[src/rtl/irq_arb_pkg.sv]
`timescale 1ns/1ps
package irq_arb_pkg;
  localparam int LINES_PER_LEVEL = 32;

  typedef enum logic [1:0] {
    CMD_NONE    = 2'd0,
    CMD_ENABLE  = 2'd1,
    CMD_DISABLE = 2'd2,
    CMD_DISARM  = 2'd3
  } irq_cmd_e;

  typedef enum logic [1:0] {
    FLD_KEEP  = 2'd0,
    FLD_SET   = 2'd1,
    FLD_CLEAR = 2'd2,
    FLD_FLIP  = 2'd3
  } fld_op_e;
endpackage

[src/rtl/irq_prio_enc.sv]
`timescale 1ns/1ps
module irq_prio_enc #(
  parameter int LEVELS = 4,
  parameter int IDX_W  = 7,
  localparam int N     = LEVELS * irq_arb_pkg::LINES_PER_LEVEL
) (
  input  logic [N-1:0]     vec,
  output logic             found,
  output logic [IDX_W-1:0] idx
);
  localparam int LPL = irq_arb_pkg::LINES_PER_LEVEL;

  logic [LEVELS-1:0] lvl_hit;
  logic [4:0]        lvl_bit [LEVELS];

  // First stage: lowest set bit inside each level
  for (genvar l = 0; l < LEVELS; l++) begin : g_level
    always_comb begin
      lvl_hit[l] = |vec[l*LPL +: LPL];
      lvl_bit[l] = 5'd0;
      for (int b = LPL - 1; b >= 0; b--) begin
        if (vec[l*LPL + b]) lvl_bit[l] = 5'(b);
      end
    end
  end

  // Second stage: lowest level that has any bit
  always_comb begin
    found = |lvl_hit;
    idx   = '0;
    for (int l = LEVELS - 1; l >= 0; l--) begin
      if (lvl_hit[l]) idx = IDX_W'(l * LPL) | IDX_W'(lvl_bit[l]);
    end
  end
endmodule

[src/rtl/irq_dev_table.sv]
`timescale 1ns/1ps
module irq_dev_table #(
  parameter int N     = 128,
  parameter int IDX_W = 7,
  parameter int DEV_W = 8
) (
  input  logic             clk,
  input  logic             rst_n,
  input  logic             we,
  input  logic [IDX_W-1:0] waddr,
  input  logic [DEV_W-1:0] wdata,
  input  logic [IDX_W-1:0] raddr,
  output logic [DEV_W-1:0] rdata
);
  logic [DEV_W-1:0] mem [N];

  always_ff @(posedge clk) begin
    if (!rst_n) begin
      for (int i = 0; i < N; i++) mem[i] <= '0;
    end else if (we && (int'(waddr) < N)) begin
      mem[waddr] <= wdata;
    end
  end

  assign rdata = (int'(raddr) < N) ? mem[raddr] : '0;
endmodule

[src/rtl/irq_field_dec.sv]
`timescale 1ns/1ps
module irq_field_dec #(
  parameter int PAIRS = 4,
  parameter int SEL_W = 2
) (
  input  logic [2*PAIRS-1:0] word,
  input  logic [SEL_W-1:0]   sel,
  input  logic               old_bit,
  output logic               new_bit
);
  import irq_arb_pkg::*;

  logic [1:0] pair [PAIRS];
  fld_op_e    op;

  for (genvar p = 0; p < PAIRS; p++) begin : g_pair
    assign pair[p] = word[2*p +: 2];
  end

  always_comb begin
    op = fld_op_e'((int'(sel) < PAIRS) ? pair[sel] : 2'b00);
    unique case (op)
      FLD_SET:   new_bit = 1'b1;
      FLD_CLEAR: new_bit = 1'b0;
      FLD_FLIP:  new_bit = ~old_bit;
      default:   new_bit = old_bit;
    endcase
  end
endmodule

[src/rtl/irq_arbiter.sv]
`timescale 1ns/1ps
module irq_arbiter #(
  parameter int  LEVELS    = 4,
  parameter int  DEV_W     = 8,
  parameter int  FLD_PAIRS = 4,
  localparam int N         = LEVELS * irq_arb_pkg::LINES_PER_LEVEL,
  localparam int LVL_W     = (LEVELS > 1) ? $clog2(LEVELS) : 1,
  localparam int IDX_W     = LVL_W + 5,
  localparam int SEL_W     = (FLD_PAIRS > 1) ? $clog2(FLD_PAIRS) : 1
) (
  input  logic                   clk,
  input  logic                   rst_n,
  input  logic [N-1:0]           req_set,
  output logic                   irq_pend,
  input  logic                   ack_valid,
  output logic                   ack_ready,
  output logic                   rsp_valid,
  input  logic                   rsp_ready,
  output logic [DEV_W-1:0]       rsp_dev,
  output logic                   rsp_found,
  input  logic                   cmd_valid,
  input  logic [IDX_W-1:0]       cmd_line,
  input  logic [1:0]             cmd_code,
  input  logic                   cmd_armed_in,
  output logic                   cmd_armed_out,
  input  logic                   tbl_we,
  input  logic [IDX_W-1:0]       tbl_addr,
  input  logic [DEV_W-1:0]       tbl_wdata,
  input  logic [2*FLD_PAIRS-1:0] fld_word,
  input  logic [SEL_W-1:0]       fld_sel,
  input  logic                   fld_old,
  output logic                   fld_new
);
  import irq_arb_pkg::*;

  logic [N-1:0]     req_q, enb_q, req_d, enb_d;
  logic [N-1:0]     masked, clr_mask, line_mask, below_win;
  logic             win_found, ack_fire;
  logic [IDX_W-1:0] win_idx;
  logic [DEV_W-1:0] win_dev;
  irq_cmd_e         cmd_e;

  assign masked   = req_q & enb_q;
  assign irq_pend = |masked;

  irq_prio_enc #(.LEVELS(LEVELS), .IDX_W(IDX_W)) i_prio (
    .vec(masked), .found(win_found), .idx(win_idx)
  );

  irq_dev_table #(.N(N), .IDX_W(IDX_W), .DEV_W(DEV_W)) i_table (
    .clk(clk), .rst_n(rst_n), .we(tbl_we), .waddr(tbl_addr),
    .wdata(tbl_wdata), .raddr(win_idx), .rdata(win_dev)
  );

  irq_field_dec #(.PAIRS(FLD_PAIRS), .SEL_W(SEL_W)) i_field (
    .word(fld_word), .sel(fld_sel), .old_bit(fld_old), .new_bit(fld_new)
  );

  // Acknowledge handshake
  assign ack_ready = !rsp_valid || rsp_ready;
  assign ack_fire  = ack_valid && ack_ready;

  // Per-line commands
  assign cmd_e     = irq_cmd_e'(cmd_code);
  assign line_mask = N'(1) << cmd_line;

  always_comb begin
    unique case (cmd_e)
      CMD_ENABLE, CMD_DISABLE: cmd_armed_out = 1'b1;
      CMD_DISARM:              cmd_armed_out = 1'b0;
      default:                 cmd_armed_out = cmd_armed_in;
    endcase
  end

  always_comb begin
    clr_mask = '0;
    if (ack_fire && win_found) clr_mask[win_idx] = 1'b1;
    if (cmd_valid && cmd_e == CMD_DISARM) clr_mask = clr_mask | line_mask;
    // new requests win over any clear in the same cycle
    req_d = (req_q & ~clr_mask) | req_set;
  end

  always_comb begin
    enb_d = enb_q;
    if (cmd_valid) begin
      unique case (cmd_e)
        CMD_ENABLE:              enb_d = enb_q | line_mask;
        CMD_DISABLE, CMD_DISARM: enb_d = enb_q & ~line_mask;
        default:                 enb_d = enb_q;
      endcase
    end
  end

  always_ff @(posedge clk) begin
    if (!rst_n) begin
      req_q     <= '0;
      enb_q     <= '0;
      rsp_valid <= 1'b0;
      rsp_found <= 1'b0;
      rsp_dev   <= '0;
    end else begin
      req_q <= req_d;
      enb_q <= enb_d;
      if (ack_fire) begin
        rsp_valid <= 1'b1;
        rsp_found <= win_found;
        rsp_dev   <= win_found ? win_dev : '0;
      end else if (rsp_ready) begin
        rsp_valid <= 1'b0;
      end
    end
  end

  // Assertions
  assign below_win = (N'(1) << win_idx) - N'(1);

  AST_WIN_LOWEST: assert property (@(posedge clk) disable iff (!rst_n)
    win_found |-> (masked[win_idx] && ((masked & below_win) == '0)));

  AST_ACK_CLEARS: assert property (@(posedge clk) disable iff (!rst_n)
    (ack_fire && win_found && !req_set[win_idx]) |=> !req_q[$past(win_idx)]);

  AST_NONE_ZERO: assert property (@(posedge clk) disable iff (!rst_n)
    (rsp_valid && !rsp_found) |-> (rsp_dev == '0));

  AST_ENB_SET: assert property (@(posedge clk) disable iff (!rst_n)
    (cmd_valid && cmd_code == 2'd1) |=> enb_q[$past(cmd_line)]);

  AST_DISARM_CLEARS: assert property (@(posedge clk) disable iff (!rst_n)
    (cmd_valid && cmd_code == 2'd3 && !req_set[cmd_line])
    |=> (!req_q[$past(cmd_line)] && !enb_q[$past(cmd_line)]));

  AST_SET_WINS: assert property (@(posedge clk) disable iff (!rst_n)
    (|req_set) |=> ((req_q & $past(req_set)) == $past(req_set)));

  AST_RSP_HOLD: assert property (@(posedge clk) disable iff (!rst_n)
    (rsp_valid && !rsp_ready)
    |=> (rsp_valid && $stable(rsp_dev) && $stable(rsp_found)));
endmodule

[config.mk]
export PLATFORM = sky130hd
export DESIGN_NAME = irq_arbiter
export DESIGN_NICKNAME = d
export VERILOG_FILES = /design/src/rtl/irq_arb_pkg.sv /design/src/rtl/irq_prio_enc.sv /design/src/rtl/irq_dev_table.sv /design/src/rtl/irq_field_dec.sv /design/src/rtl/irq_arbiter.sv
export SDC_FILE = /design/constraint.sdc
export NUM_CORES = 2
export LEC_CHECK = 0
export CORE_MARGIN = 2
export CORE_UTILIZATION = 41
export CTS_CLUSTER_SIZE = 14
export DETAILED_ROUTE_END_ITERATION = 8
export PLACE_DENSITY = 0.63
export REMOVE_ABC_BUFFERS = 1
export SYNTH_ARGS = -nofsm -noshare
export SYNTH_HDL_FRONTEND = slang
export SYNTH_HIERARCHICAL = 1
export SYNTH_SLANG_ARGS = --single-unit
[constraint.sdc]
create_clock -name clk -period 5.1 [get_ports clk]
set_clock_uncertainty 0.15 [all_clocks]
set_input_delay 0.51 -clock clk [delete_from_list [all_inputs] [get_ports clk]]
set_output_delay 0.51 -clock clk [all_outputs]
set_load 0.02 [all_outputs]
* After elaboration in Yosys (flattened, before gate mapping)
Memory sizes are Yosys's and may differ from the RTL's.
Cells that the tools add are included.
** Word-level totals
- Bits in registers :: 266
- Bits in writable memories :: 1024
- Output and inout port bits :: 14
- Logic and storage cells :: 195
- Memories :: 1
** Operators by class
- Magnitude comparators :: 3
- Equal/unequal tests :: 6
- Shift operators :: 1
- Mux-type cells :: 152
- Bitwise operators :: 10
- Reductions and logical operators :: 17
** Memory list
- i_table.mem :: depth 128, width 8, read ports 1, clocked after Yosys merged registers in 0, write ports 128, RTL line irq_dev_table.sv:15 : logic [DEV_W-1:0] mem [N];
** Operators by type and width (count)
- $mux 5 :: 128
- $and 128x128->128 :: 3
- $or 128x128->128 :: 3
- $mux 128 :: 2
- $not 128->128 :: 2
- $pmux 128 s2 :: 1
- $reduce_or 128->1 :: 1
- $reduce_or 32->1 :: 4
- $shl 1x7->128 const A :: 1
- $mux 7 :: 5
- $mux 8 :: 2
- $eq 2x2->1 const B :: 4
- $lt 7x8->1 const B :: 1
- $mux 1 :: 8
- $reduce_or 8->1 :: 1
- $demux 1 s7 :: 1
- $ge 7x1->1 const B :: 1
- $bmux 2 s2 :: 1
- $eq 2x1->1 const B :: 2
- $logic_and 1x1->1 :: 4
- $mux 2 :: 2
- $reduce_bool 2->1 :: 2
- $reduce_or 2->1 :: 2
- $ge 3x3->1 const B :: 1
- other kinds (7) :: 7

* Logic depth before layout (Yosys ltp)
- Depth after elaboration :: 47
- Mapped depth :: 17
- Gate-level depth less buffers :: 14

* Hierarchy
Netlist, hierarchy kept.
** By module, submodules not included
- irq_dev_table :: times used 1, cells an instance 2932, area each 47152.7 um^2
- irq_arbiter :: times used 1, cells an instance 1541, area each 12298.0 um^2
- irq_prio_enc :: times used 1, cells an instance 275, area each 1564.0 um^2
- irq_field_dec :: times used 1, cells an instance 5, area each 65.1 um^2

* Worst setup path before layout
Ideal clock, no wire load.
- Path type :: register to register
- Start point :: register req_q[61]
- End point :: register rsp_dev[0]
- Arrival time :: 4.862 ns
- Data required time :: 4.828 ns
- Setup slack :: -0.034 ns
- Stages on the path, launching flop included :: 15
- Period minus slack after synthesis :: 5.134 ns
- Cells stage by stage :: dfxtp_1 and2_1 or4_1 nor4b_1 nand2_1 nor3_4 a221oi_1 o32ai_1 clkbuf_1 clkbuf_1 mux4_2 mux4_2 mux2_2 nand3_1 a21boi_0
** Between the ends
- Longest elaborated chain between the ends :: 35
- Elaborated cells between the ends (all ways) :: 37
- Classes of those cells :: mux: 33; bitwise: 1; reduce/logical: 2; memory: 1
** RTL lines
- from (decl) :: RTL line irq_arbiter.sv:36 : logic [N-1:0] req_q, enb_q, req_d, enb_d;
- from (signal assigned) :: RTL line irq_arbiter.sv:102 : req_q <= req_d;
- $and 128x128->128 * :: RTL line irq_arbiter.sv:43 : assign masked = req_q & enb_q;
- named net masked[61] :: RTL line irq_arbiter.sv:37 : logic [N-1:0] masked, clr_mask, line_mask, below_win;
- $mux 5 (30 in a row) :: RTL line irq_prio_enc.sv:22 : if (vec[l*LPL + b]) lvl_bit[l] = 5'(b);
- $mux 7 * (2 in a row) :: RTL line irq_prio_enc.sv:32 : if (lvl_hit[l]) idx = IDX_W'(l * LPL) | IDX_W'(lvl_bit[l]);
- named net win_idx[1] :: RTL line irq_arbiter.sv:39 : logic [IDX_W-1:0] win_idx;
- $mem_v2 128x8 *
- named net win_dev[0] :: RTL line irq_arbiter.sv:40 : logic [DEV_W-1:0] win_dev;
- $mux 8 * :: RTL line irq_arbiter.sv:107 : rsp_dev <= win_found ? win_dev : '0;
- to (signal assigned) :: RTL line irq_arbiter.sv:107
- to (decl) :: RTL line irq_arbiter.sv:19 : output logic [DEV_W-1:0] rsp_dev,
The timed path passes the listed nets; every way through them passes the cells marked *.
A chain may end at the register's enable or synchronous reset.

* Worst setup path in the final report
- Start point :: register req_q[120]
- End point :: register rsp_dev[7]
** Between the ends
- Longest elaborated chain between the ends :: 32
- Elaborated cells between the ends (all ways) :: 34
- Classes of those cells :: mux: 30; bitwise: 1; reduce/logical: 2; memory: 1
** RTL lines (RTL line)
- $and 128x128->128 * :: irq_arbiter.sv:43
- named net masked[120] :: irq_arbiter.sv:37
- $mux 5 (25 in a row) :: irq_prio_enc.sv:22
- $mux 7 * (4 in a row) :: irq_prio_enc.sv:32
- named net win_idx[2] :: irq_arbiter.sv:39
- $mem_v2 128x8 *
- named net win_dev[7] :: irq_arbiter.sv:40
- $mux 8 * :: irq_arbiter.sv:107
Marked as above.

==> out/metrics.cfg <==
[logic_synthesis]
syn_area_per_cell_um2 = 12.9
synth_warnings = 6
netlist_instances = 4753
yosysSeqAreaShare = 0.591
synth_cell_types = 67
synth_edf_count = 1024
postSynth.asyncResetShare = 0
synth_top_flop_cell = edfxtp_1
syn_area_um2 = 61100
ys_ff_latch = 1290

[pwr]
switching_share = 0.240
power.switching_mw = 5.86
power.total_mw = 24.4
power.density_nw_per_um2 = 335
sequentialPowerShare = 0.496
p_int_mw = 18.5
power.combinational.fraction = 0.095
worst_ir_drop_vdd_mv = 0.277
clkPwrFrac = 0.409
p_leak_nw = 25.0

[layout]
nets = 5330
postLayoutCoreUtil = 0.493
syn_to_final_growth_pct = 19.3
n_fill_cell = 12700
n_antenna_cell = 0
stdcell_area_um2 = 72900
drive_above_1_share = 0.206

[sta]
fin_setup_tns_ns = -0.811
setup_ws_ns = -0.126
worstMarginPinSlew_ns = 1.27
finalHoldViolations = 0
fmax_mhz = 191
drv_slew = 0
slew_headroom = 0.142
setup_viol = 8
period_share = 1.02
rsz0062_at_grt = yes
fin_crit_ns = 5.23
hold_slack_ns = 0.0536

[clock_tree]
clk_latency_ns = 0.78
cts_made_buffers = 141
cts_tree = built
clockBufferDepth = 3
cts.sinks = 1290
cts.clk_slew.worst_paths_ns = 0.06
cts_root_buf = clkbuf_16
htree_levels = 4

[setup_path]
start_kind = register
cp.required_ns = 5.60
end_kind = register
worstPathArrival_ns = 5.73
crit_type = register to register
cp_max_fo = 10

[place]
numPortBuffers = 183
hpwl_mm = 138
placed_cell_area_um2 = 67200
gp_congestion = 0.968

[route]
wl_per_cell_um = 28.0
drc = 0
first_pass_iters = 6
first_iter_violations = 5280
viasPerCell = 5.90
vias = 42400
antenna_left = 0
wl_mm = 202

[worst_hold_path]
hp-class = input pin to register

[floorplanning]
dieArea_um2 = 152000
pin_count = 184
die_x_um = 390
core_um2 = 148000
initial_core_util = 0.413
fp-row-count = 141
fp.dieH_um = 390

[outcome]
violations = setup timing
status = complete, but fails checks

[global_routing]
first_global_vias = 40400
antenna_found_initial = 3
overflow = 0
grt_max_degree = 91
grt_usage = 0.260
grt_pass1_wl_mm = 288

[run]
cap_violations = 0

==> flip-flops by register name, indices dropped and copies added (netlist names), named ones only <==
name and count:
req_q 128, rsp_valid 1, rsp_found 1, i_table/mem 1024, rsp_dev 8
==> worst paths after layout <==
path	from	endpoint	slack (ns)	depth (start not counted)
setup / recovery	req_q[120]$_SDFF_PN0_	rsp_dev[7]$_SDFFE_PN0N_	-0.13	19
hold / removal	rst_n	req_q[109]$_SDFF_PN0_	0.05	2
hold reg to reg	register	register	0.31	2
setup reg to reg	req_q[120]$_SDFF_PN0_	rsp_dev[7]$_SDFFE_PN0N_	-0.13	19
==> repair_timing <==
action	4_1_cts	5_1_grt
pin swaps	4	15
gates resized for setup	72	47
endpoints found under the setup margin	8	16
hold buffers	0	0
cloned	10	9
buffers inserted	24	9
==> metal layers <==
metal / share of wire / GRT usage / routed length, µm / vias up
li1: - / - / - / 18300
met1: 0.40 / 0.365 / 81100 / 21200
met2: 0.46 / 0.408 / 92900 / 2538
met3: 0.10 / 0.0500 / 20500 / 372
met4: 0.035 / 0.0869 / 7070 / 2
met5: 0.000055 / 0 / 11 / -
==> cell usage after synthesis (3+ instances only) <==
master / count / area share
a2111oi_0: 4 / 0.00057
a211oi_1: 5 / 0.00061
a21boi_0: 11 / 0.0014
a21oi_1: 255 / 0.021
a22oi_1: 100 / 0.012
a31oi_1: 33 / 0.0034
a32oi_1: 29 / 0.0042
and2_1: 1156 / 0.12
and2_4: 3 / 0.00043
buf_1: 21 / 0.0013
buf_2: 33 / 0.0027
buf_4: 15 / 0.0018
clkbuf_1: 277 / 0.017
dfxtp_1: 266 / 0.087
edfxtp_1: 1024 / 0.50
ha_1: 3 / 0.00061
inv_1: 28 / 0.0017
mux2_2: 9 / 0.0017
mux4_2: 337 / 0.12
nand2_1: 89 / 0.0055
nand2b_1: 20 / 0.0020
nand3_1: 28 / 0.0023
nand3b_1: 5 / 0.00061
nand4_1: 6 / 0.00061
nor2_1: 359 / 0.022
nor2b_1: 142 / 0.015
nor3_1: 50 / 0.0041
nor4_1: 44 / 0.0045
nor4_2: 5 / 0.0010
nor4b_2: 3 / 0.00074
o21a_1: 4 / 0.00049
o21ai_0: 271 / 0.022
o311ai_0: 4 / 0.00057
o31a_1: 3 / 0.00043
o31ai_1: 11 / 0.0014
or2_2: 22 / 0.0023
or3_1: 4 / 0.00041
or3b_2: 3 / 0.00043
or4_1: 37 / 0.0045
==> cell type report <==
cell class                 instances  area [µm²]  share of cell area
multi-input combinational       3088       23900               0.328
clock inverter                    62         674             0.00925
clock buffer                     187        3760              0.0516
sequential                      1290       36100               0.495
inverter                          28         105             0.00144
timing repair buffer             608        5930              0.0814
tap                             1930        2410              0.0331
==> power by group through the flow <==
stage	Sequential (mW)	Combinational (mW)	Clock (mW)
after floorplan	12.1	1.32	0
after detailed placement	12.3	2.16	0
final	12.1	2.31	9.99
after global routing	12.1	2.40	10.5
after global placement	12.3	2.14	0
after CTS	12.1	2.25	10.1
==> cells by family (layout without fill, tap and decap cells) <==
logic type / after synthesis / count (layout) / synth area share
mux: 350 / 350 / 0.127
flops: 1290 / 1290 / 0.591
simple gates: 1990 / 1990 / 0.187
buf+inv: 375 / 885 / 0.0248
fa+ha+maj: 3 / 3 / 0.000615
compound gates: 745 / 745 / 0.0706
==> through the flow <==
| step | setup slack (ns) | instances |
|---|---|---|
| floorplan | -17.27 | 4406 |
| global placement | -0.246 | 6893 |
| detailed placement | -0.221 | 6893 |
| CTS | -0.0457 | 7176 |
| global route | -0.167 | 7193 |
| finish | -0.126 | 7193 |
==> placed cells by master (no fill, tap or decap), types with 100 or more instances in the layout <==
cell             Yosys  layout
buf_4               15     360
a22oi_1            100     100
dfxtp_1            266     260
nor2_1             359     351
clkbuf_16            0     149
mux4_2             337     337
edfxtp_1          1024    1024
and2_1            1156    1142
o21ai_0            271     270
clkdlybuf4s50_1      0     174
a21oi_1            255     253
nor2b_1            142     141
==> worst max-delay path, cell delays in order, from the launching register on <==
cell and delay (ns):
dfxtp_2 0.32, and2_4 0.16, buf_6 0.12, nor4_4 0.27
buf_4 0.16, nand4_1 0.18, nor4_4 0.31, nand2b_4 0.20
buf_6 0.11, nor2_4 0.03, a31o_2 0.29, a221o_4 0.52
buf_12 0.21, buf_4 0.20, mux4_2 0.34, mux4_2 0.51
mux4_2 0.57, mux2_2 0.29, nand3_1 0.07, a21boi_0 0.08
Note: power is estimated with default switching activity, not from simulation.
